`src/rtl/fifo_chain_pkg.sv`:
```
package fifo_chain_pkg;
  // strobes from a slice controller to its storage
  typedef struct packed {
    logic wrEn;
    logic rdEn;
  } sliceStb_t;
endpackage

```
`src/rtl/fifo_slice_ctrl.sv`:
```
module fifo_slice_ctrl
  import fifo_chain_pkg::*;
#(
  parameter int DEPTH = 4,
  localparam int AW = (DEPTH > 1) ? $clog2(DEPTH) : 1,
  localparam int CW = $clog2(DEPTH + 1)
) (
  input  logic          clk,
  input  logic          rstN,
  input  logic          leadN,
  input  logic          wrStb,
  input  logic          rdStb,
  input  logic          wrXi,
  input  logic          rdXi,
  output sliceStb_t     stb,
  output logic [AW-1:0] wrAddr,
  output logic [AW-1:0] rdAddr,
  output logic          wrXo,
  output logic          rdXo,
  output logic          emptyF,
  output logic          fullF
);
  logic wrTok, rdTok, wrOwn, rdOwn, wrLast, rdLast;
  logic [CW-1:0] fillCnt;
  localparam logic [AW-1:0] LAST = AW'(DEPTH - 1);

  // a token counts as held while its hand-off pulse is arriving
  assign wrOwn  = wrTok | wrXi;
  assign rdOwn  = rdTok | rdXi;
  assign emptyF = (fillCnt == '0);
  assign fullF  = (fillCnt == CW'(DEPTH));
  assign stb.wrEn = wrStb & wrOwn & ~fullF;
  assign stb.rdEn = rdStb & rdOwn & ~emptyF;
  assign wrLast = stb.wrEn && (wrAddr == LAST);
  assign rdLast = stb.rdEn && (rdAddr == LAST);

  always_ff @(posedge clk) begin
    if (!rstN) begin
      wrTok   <= ~leadN;
      rdTok   <= ~leadN;
      wrAddr  <= '0;
      rdAddr  <= '0;
      fillCnt <= '0;
      wrXo    <= 1'b0;
      rdXo    <= 1'b0;
    end else begin
      wrTok <= wrOwn & ~wrLast;
      rdTok <= rdOwn & ~rdLast;
      wrXo  <= wrLast;
      rdXo  <= rdLast;
      if (stb.wrEn) wrAddr <= wrLast ? '0 : wrAddr + 1'b1;
      if (stb.rdEn) rdAddr <= rdLast ? '0 : rdAddr + 1'b1;
      case ({stb.wrEn, stb.rdEn})
        2'b10:   fillCnt <= fillCnt + 1'b1;
        2'b01:   fillCnt <= fillCnt - 1'b1;
        default: fillCnt <= fillCnt;
      endcase
    end
  end


  count_bound_chk: assert property (@(posedge clk) disable iff (!rstN)
    fillCnt <= CW'(DEPTH));

  full_hold_chk: assert property (@(posedge clk) disable iff (!rstN)
    (fullF && !rdStb) |=> fullF);

  wr_pulse_single_chk: assert property (@(posedge clk) disable iff (!rstN)
    wrXo |=> !wrXo);

  wr_take_chk: assert property (@(posedge clk) disable iff (!rstN)
    wrXi |=> wrTok);

  rd_take_chk: assert property (@(posedge clk) disable iff (!rstN)
    rdXi |=> rdTok);
endmodule

```
`src/rtl/fifo_slice_data.sv`:
```
module fifo_slice_data
  import fifo_chain_pkg::*;
#(
  parameter int DEPTH = 4,
  parameter int WIDTH = 9,
  localparam int AW = (DEPTH > 1) ? $clog2(DEPTH) : 1
) (
  input  logic             clk,
  input  logic             rstN,
  input  sliceStb_t        stb,
  input  logic [AW-1:0]    wrAddr,
  input  logic [AW-1:0]    rdAddr,
  input  logic [WIDTH-1:0] wrData,
  output logic [WIDTH-1:0] dOut,
  output logic             dOutEn
);
  logic [WIDTH-1:0] store [DEPTH];
  logic [WIDTH-1:0] dataQ;

  always_ff @(posedge clk) begin
    if (stb.wrEn) store[wrAddr] <= wrData;
    if (stb.rdEn) dataQ <= store[rdAddr];
  end

  always_ff @(posedge clk) begin
    if (!rstN) dOutEn <= 1'b0;
    else       dOutEn <= stb.rdEn;
  end

  // an idle slice contributes zeros to the shared read bus
  assign dOut = dOutEn ? dataQ : '0;
endmodule

```
`src/rtl/fifo_slice.sv`:
```
module fifo_slice
  import fifo_chain_pkg::*;
#(
  parameter int DEPTH = 4,
  parameter int WIDTH = 9,
  localparam int AW = (DEPTH > 1) ? $clog2(DEPTH) : 1
) (
  input  logic             clk,
  input  logic             rstN,
  input  logic             leadN,
  input  logic             wrStb,
  input  logic [WIDTH-1:0] wrData,
  input  logic             rdStb,
  input  logic             wrXi,
  input  logic             rdXi,
  output logic             wrXo,
  output logic             rdXo,
  output logic [WIDTH-1:0] dOut,
  output logic             dOutEn,
  output logic             emptyF,
  output logic             fullF
);
  sliceStb_t stb;
  logic [AW-1:0] wrAddr, rdAddr;

  fifo_slice_ctrl #(.DEPTH(DEPTH)) uCtrl (
    .clk(clk), .rstN(rstN), .leadN(leadN), .wrStb(wrStb), .rdStb(rdStb),
    .wrXi(wrXi), .rdXi(rdXi), .stb(stb), .wrAddr(wrAddr), .rdAddr(rdAddr),
    .wrXo(wrXo), .rdXo(rdXo), .emptyF(emptyF), .fullF(fullF)
  );

  fifo_slice_data #(.DEPTH(DEPTH), .WIDTH(WIDTH)) uData (
    .clk(clk), .rstN(rstN), .stb(stb), .wrAddr(wrAddr), .rdAddr(rdAddr),
    .wrData(wrData), .dOut(dOut), .dOutEn(dOutEn)
  );
endmodule

```
`src/rtl/depth_chain_fifo.sv`:
```
module depth_chain_fifo #(
  parameter int SLICES = 3,
  parameter int DEPTH  = 4,
  parameter int WIDTH  = 9
) (
  input  logic             clk,
  input  logic             rstN,
  input  logic             wrStb,
  input  logic [WIDTH-1:0] wrData,
  input  logic             rdStb,
  output logic [WIDTH-1:0] rdData,
  output logic             rdValid,
  output logic             fullAll,
  output logic             emptyAll
);
  logic [SLICES-1:0] wrXoV, rdXoV, wrXiV, rdXiV, outEnV, fullV, emptyV;
  logic [WIDTH-1:0]  dOutV [SLICES];

  for (genvar i = 0; i < SLICES; i++) begin : gSlice
    localparam int PREV = (i == 0) ? SLICES - 1 : i - 1;
    assign wrXiV[i] = wrXoV[PREV];
    assign rdXiV[i] = rdXoV[PREV];
    fifo_slice #(.DEPTH(DEPTH), .WIDTH(WIDTH)) uSlice (
      .clk(clk), .rstN(rstN), .leadN(i != 0), .wrStb(wrStb), .wrData(wrData),
      .rdStb(rdStb), .wrXi(wrXiV[i]), .rdXi(rdXiV[i]), .wrXo(wrXoV[i]),
      .rdXo(rdXoV[i]), .dOut(dOutV[i]), .dOutEn(outEnV[i]),
      .emptyF(emptyV[i]), .fullF(fullV[i])
    );
  end

  always_comb begin
    rdData = '0;
    for (int i = 0; i < SLICES; i++) rdData |= dOutV[i];
  end

  assign rdValid  = |outEnV;
  assign fullAll  = &fullV;
  assign emptyAll = &emptyV;


  one_driver_chk: assert property (@(posedge clk) disable iff (!rstN)
    $onehot0(outEnV));

  wr_ring_chk: assert property (@(posedge clk) disable iff (!rstN)
    $onehot0(wrXoV));

  rd_ring_chk: assert property (@(posedge clk) disable iff (!rstN)
    $onehot0(rdXoV));
endmodule

```
`config.mk`:
```
export PLATFORM = sky130hd
export DESIGN_NAME = depth_chain_fifo
export DESIGN_NICKNAME = d
export VERILOG_FILES = /design/src/rtl/fifo_chain_pkg.sv /design/src/rtl/fifo_slice_ctrl.sv /design/src/rtl/fifo_slice_data.sv /design/src/rtl/fifo_slice.sv /design/src/rtl/depth_chain_fifo.sv
export SDC_FILE = /design/constraint.sdc
export NUM_CORES = 1
export LEC_CHECK = 0
export BUFFER_PORTS_ARGS = -buffer_cell sky130_fd_sc_hd__buf_2
export CORE_MARGIN = 3
export CORE_UTILIZATION = 65
export CTS_CLUSTER_DIAMETER = 150
export DETAILED_ROUTE_END_ITERATION = 16
export PLACE_DENSITY = 0.84
export RECOVER_POWER = 25
export SETUP_SLACK_MARGIN = 0.5
export SLEW_MARGIN = 20
export SYNTH_ARGS = -nofsm -noshare
export SYNTH_HDL_FRONTEND = slang
export SYNTH_SLANG_ARGS = --single-unit
```
`constraint.sdc`:
```
create_clock -name clk -period 6.16 [get_ports clk]
set_clock_uncertainty 0.1 [all_clocks]
set_input_delay 1.232 -clock clk [delete_from_list [all_inputs] [get_ports clk]]
set_output_delay 1.232 -clock clk [all_outputs]
set_load 0.05 [all_outputs]
```
==> results.py <==
metrics = {
    "synth": {
        "yosysMostFrequentCell": "edfxtp_1",
        "synth_flop_cell": "edfxtp_1",
        "synthTopCellsByCount": "edfxtp_1, dfxtp_1, inv_1",
        "syn_area_per_cell_um2": 17.0,
        "yosysWarnings": 0,
        "yosysSeqAreaShare_pct": 71.8,
        "ys_top_cells_by_area": "edfxtp_1, dfxtp_1, mux4_2",
        "ys_ff_latch": 171,
        "synth_top_area_cell": "edfxtp_1",
        "synth_cells": 390,
        "syn_area_um2": 6650,
        "synth.distinct_cells": 31,
        "synth_edf_count": 135,
        "synth_top_area_share_pct": 61.0,
        "syn-num-nets": 424,
        "async_flop_share_pct": 0,
    },
    "timing": {
        "timing.setup.tns_ns": 0,
        "whs_ns": 0.399,
        "slew_viol_final": 0,
        "rsz0062_at_grt": "no",
        "min_period_ns": 3.39,
        "final-setup-viol-count": 0,
        "fmax_mhz": 295,
        "finalCritPeriodShare_pct": 55.1,
        "finalHoldViolations": 0,
        "setup_ws_ns": 2.77,
        "worst_pin_slew_ns": 1.07,
        "slew_headroom_pct": 28.1,
    },
    "clock_tree": {
        "ctsHoldBuffers": 0,
        "cts_root_buf": "clkbuf_8",
        "cts_tree": "built",
        "cts_resized": 0,
        "clkLatencyLatePin_ns": 0.54,
        "htreeDepth": 4,
        "numCtsBuffers": 17,
        "cts_setup_buffers": 0,
        "path_clk_slew_ns": 0.06,
        "clockBufferDepth": 2,
        "numClockSinks": 171,
    },
    "floorplanning": {
        "initial_core_util_pct": 67.4,
        "die_height_um": 107,
        "core_area_um2": 9860,
        "ios": 25,
        "die_x_um": 107,
        "rows": 36,
        "dieArea_um2": 11500,
    },
    "setup_path": {
        "crit_type": "primary input to register",
        "cp_slowest_stage_delay_ns": 0.76,
        "worst-r2r-setup-slack_ns": 3.11,
        "timing.rr.end": "gSlice[0].uSlice.uCtrl.fillCnt[2]$_SDFFE_PN0P_",
        "crit_chain": "buf_2, o21ai_0, nor2_1, ha_1, inv_1, fa_1, xor2_1, or3_2, a21boi_0",
        "endpoint_kind": "register",
        "critPathRequiredTime_ns": 6.51,
        "critPathLaunchType": "primary input",
        "cp_max_fo": 11,
        "regToRegStartpoint": "gSlice[0].uSlice.uCtrl.fillCnt[2]$_SDFFE_PN0P_",
        "crit_slowest_cell": "nor2_1",
        "critPathBufInv": 2,
        "r2r_cells": 8,
        "crit_family": "simple AND/OR/NAND/NOR gates",
        "worst_ep_arrival_time_ns": 3.75,
    },
    "layout": {
        "antenna_cells": 0,
        "stdcell_area_um2": 7430,
        "syn2layout_area_growth_pct": 11.7,
        "finalNetCount": 455,
        "fillers": 569,
        "drive_above_1_share_pct": 18.0,
    },
    "worst_hold_path": {
        "min_to": "gSlice[0].uSlice.uCtrl.wrAddr[0]$_SDFFE_PN0P_",
        "hold_start": "gSlice[0].uSlice.uCtrl.wrAddr[0]$_SDFFE_PN0P_",
        "hold_path_depth": 2,
        "hp-class": "register to register",
    },
    "power_and_ir_drop": {
        "irDropWorstVdd_mv": 0.243,
        "leakage_nw": 2.50,
        "power_mw": 2.62,
        "power_density_nw_per_um2": 353,
    },
    "drt": {
        "wl_per_cell_um": 21.4,
        "avgViaCountPerCell": 5.97,
        "remaining_drc_errors": 0,
        "highest_layer": "met4",
        "drt-met1-wl_mm": 5.11,
        "num_vias": 3380,
        "met2_length_mm": 6.03,
        "met3_length_um": 734,
        "routed_wl_mm": 12.1,
        "drtAntennaViolNets": 0,
        "drtIter0Drc": 253,
        "drt_first_pass_iters": 5,
    },
    "global_route": {
        "overflow": 0,
        "grt_pass1_vias": 3399,
        "grt_max_degree": 43,
        "grt_pass1_wl_mm": 19.3,
        "grt_antenna_before_repair": 0,
        "grt_usage_pct": 23.6,
    },
    "placement": {
        "gp_congestion": 0.751,
        "place_ws_ns": 2.23,
        "io_buffers": 24,
        "dp_hpwl_mm": 7.80,
        "dpl_cell_area_um2": 6890,
    },
    "job": {
        "cap_violations": 0,
    },
    "status": {
        "status": "finished, final reports clean",
    },
}
-- layer usage --
layer / vias to the layer above / GRT usage [%]
li1: 1544 / -
met3: 24 / 7.10
met4: 0 / 8.31
met2: 113 / 36.8
met5: - / 0
met1: 1699 / 32.1
-- stage by stage --
step           utilization [%]  cells
6_report                  75.3    566
5_1_grt                   75.3    566
4_1_cts                   75.4    566
3_5_place_dp              69.8    535
3_3_place_gp              69.8    535
2_1_floorplan                -    390
-- cell usage in the layout (no fill, tap or decap), types with 5 or more instances in the layout --
| master | instances |
|---|---|
| a222oi_1 | 9 |
| clkinvlp_4 | 5 |
| inv_1 | 28 |
| dfxtp_1 | 36 |
| a21oi_1 | 5 |
| mux2i_1 | 9 |
| edfxtp_1 | 135 |
| o21ai_0 | 20 |
| nor2_1 | 11 |
| buf_2 | 17 |
| clkbuf_16 | 16 |
| clkbuf_1 | 10 |
| nand2_1 | 20 |
| mux4_2 | 27 |
| and2_1 | 21 |
| ha_1 | 18 |
-- flip-flops by register name, summed over array words and instances (netlist names) --
name	count
gSlice.uSlice.uData.store	108
gSlice.uSlice.uCtrl.wrTok	3
gSlice.uSlice.uData.dOutEn	3
gSlice.uSlice.uCtrl.wrXo	3
gSlice.uSlice.uCtrl.fillCnt	9
gSlice.uSlice.uCtrl.rdAddr	6
gSlice.uSlice.uData.dataQ	27
gSlice.uSlice.uCtrl.rdTok	3
gSlice.uSlice.uCtrl.rdXo	3
gSlice.uSlice.uCtrl.wrAddr	6
-- worst reg2reg max path: stages, from the launching register on --
cell	delay, ns
dfxtp_1	0.49
nor3_2	0.11
nor2_1	0.75
ha_1	0.31
inv_1	0.06
fa_1	0.37
xor2_1	0.16
or3_2	0.42
a21boi_0	0.18
-- final cells by class --
type	count	area, µm²	area share [%]
clock buffer	20	425	5.73
clock inverter	11	124	1.67
inverter	28	105	1.42
multi-input combinational	178	1710	23.0
sequential	171	4770	64.3
tap	133	166	2.24
timing repair buffer	25	119	1.60
-- logic make-up after synthesis --
family                     count (synthesis)  share of synthesized area [%]
DFF                                      171                           71.8
and+or+nand+nor                           71                           5.76
AOI/OAI and AO/OA                         44                           4.41
buffers and inverters                     41                           2.41
muxes                                     36                           10.5
adders and majority gates                 21                           4.29
xor gates and xnor gates                   6                          0.791
-- power by group --
group / internal (mW) / switching, mW / total [mW]
Sequential: 1.32 / 0.0540 / 1.37
Clock: 0.573 / 0.416 / 0.988
Combinational: 0.0971 / 0.164 / 0.261
-- worst max path at each step --
| stage | startpoint | to | cells past startpoint |
|---|---|---|---|
| CTS | rdStb | gSlice[0].uSlice.uCtrl.fillCnt[2]$_SDFFE_PN0P_ | 9 |
| finish | rdStb | gSlice[0].uSlice.uCtrl.fillCnt[2]$_SDFFE_PN0P_ | 9 |
| global route | rdStb | gSlice[0].uSlice.uCtrl.fillCnt[2]$_SDFFE_PN0P_ | 9 |
| detailed placement | rdStb | gSlice[0].uSlice.uCtrl.fillCnt[2]$_SDFFE_PN0P_ | 9 |
| floorplan | rdStb | gSlice[0].uSlice.uCtrl.fillCnt[2]$_SDFFE_PN0P_ | 8 |
| global placement | rdStb | gSlice[0].uSlice.uCtrl.fillCnt[2]$_SDFFE_PN0P_ | 9 |
Note: power is estimated with default switching activity, not from simulation.
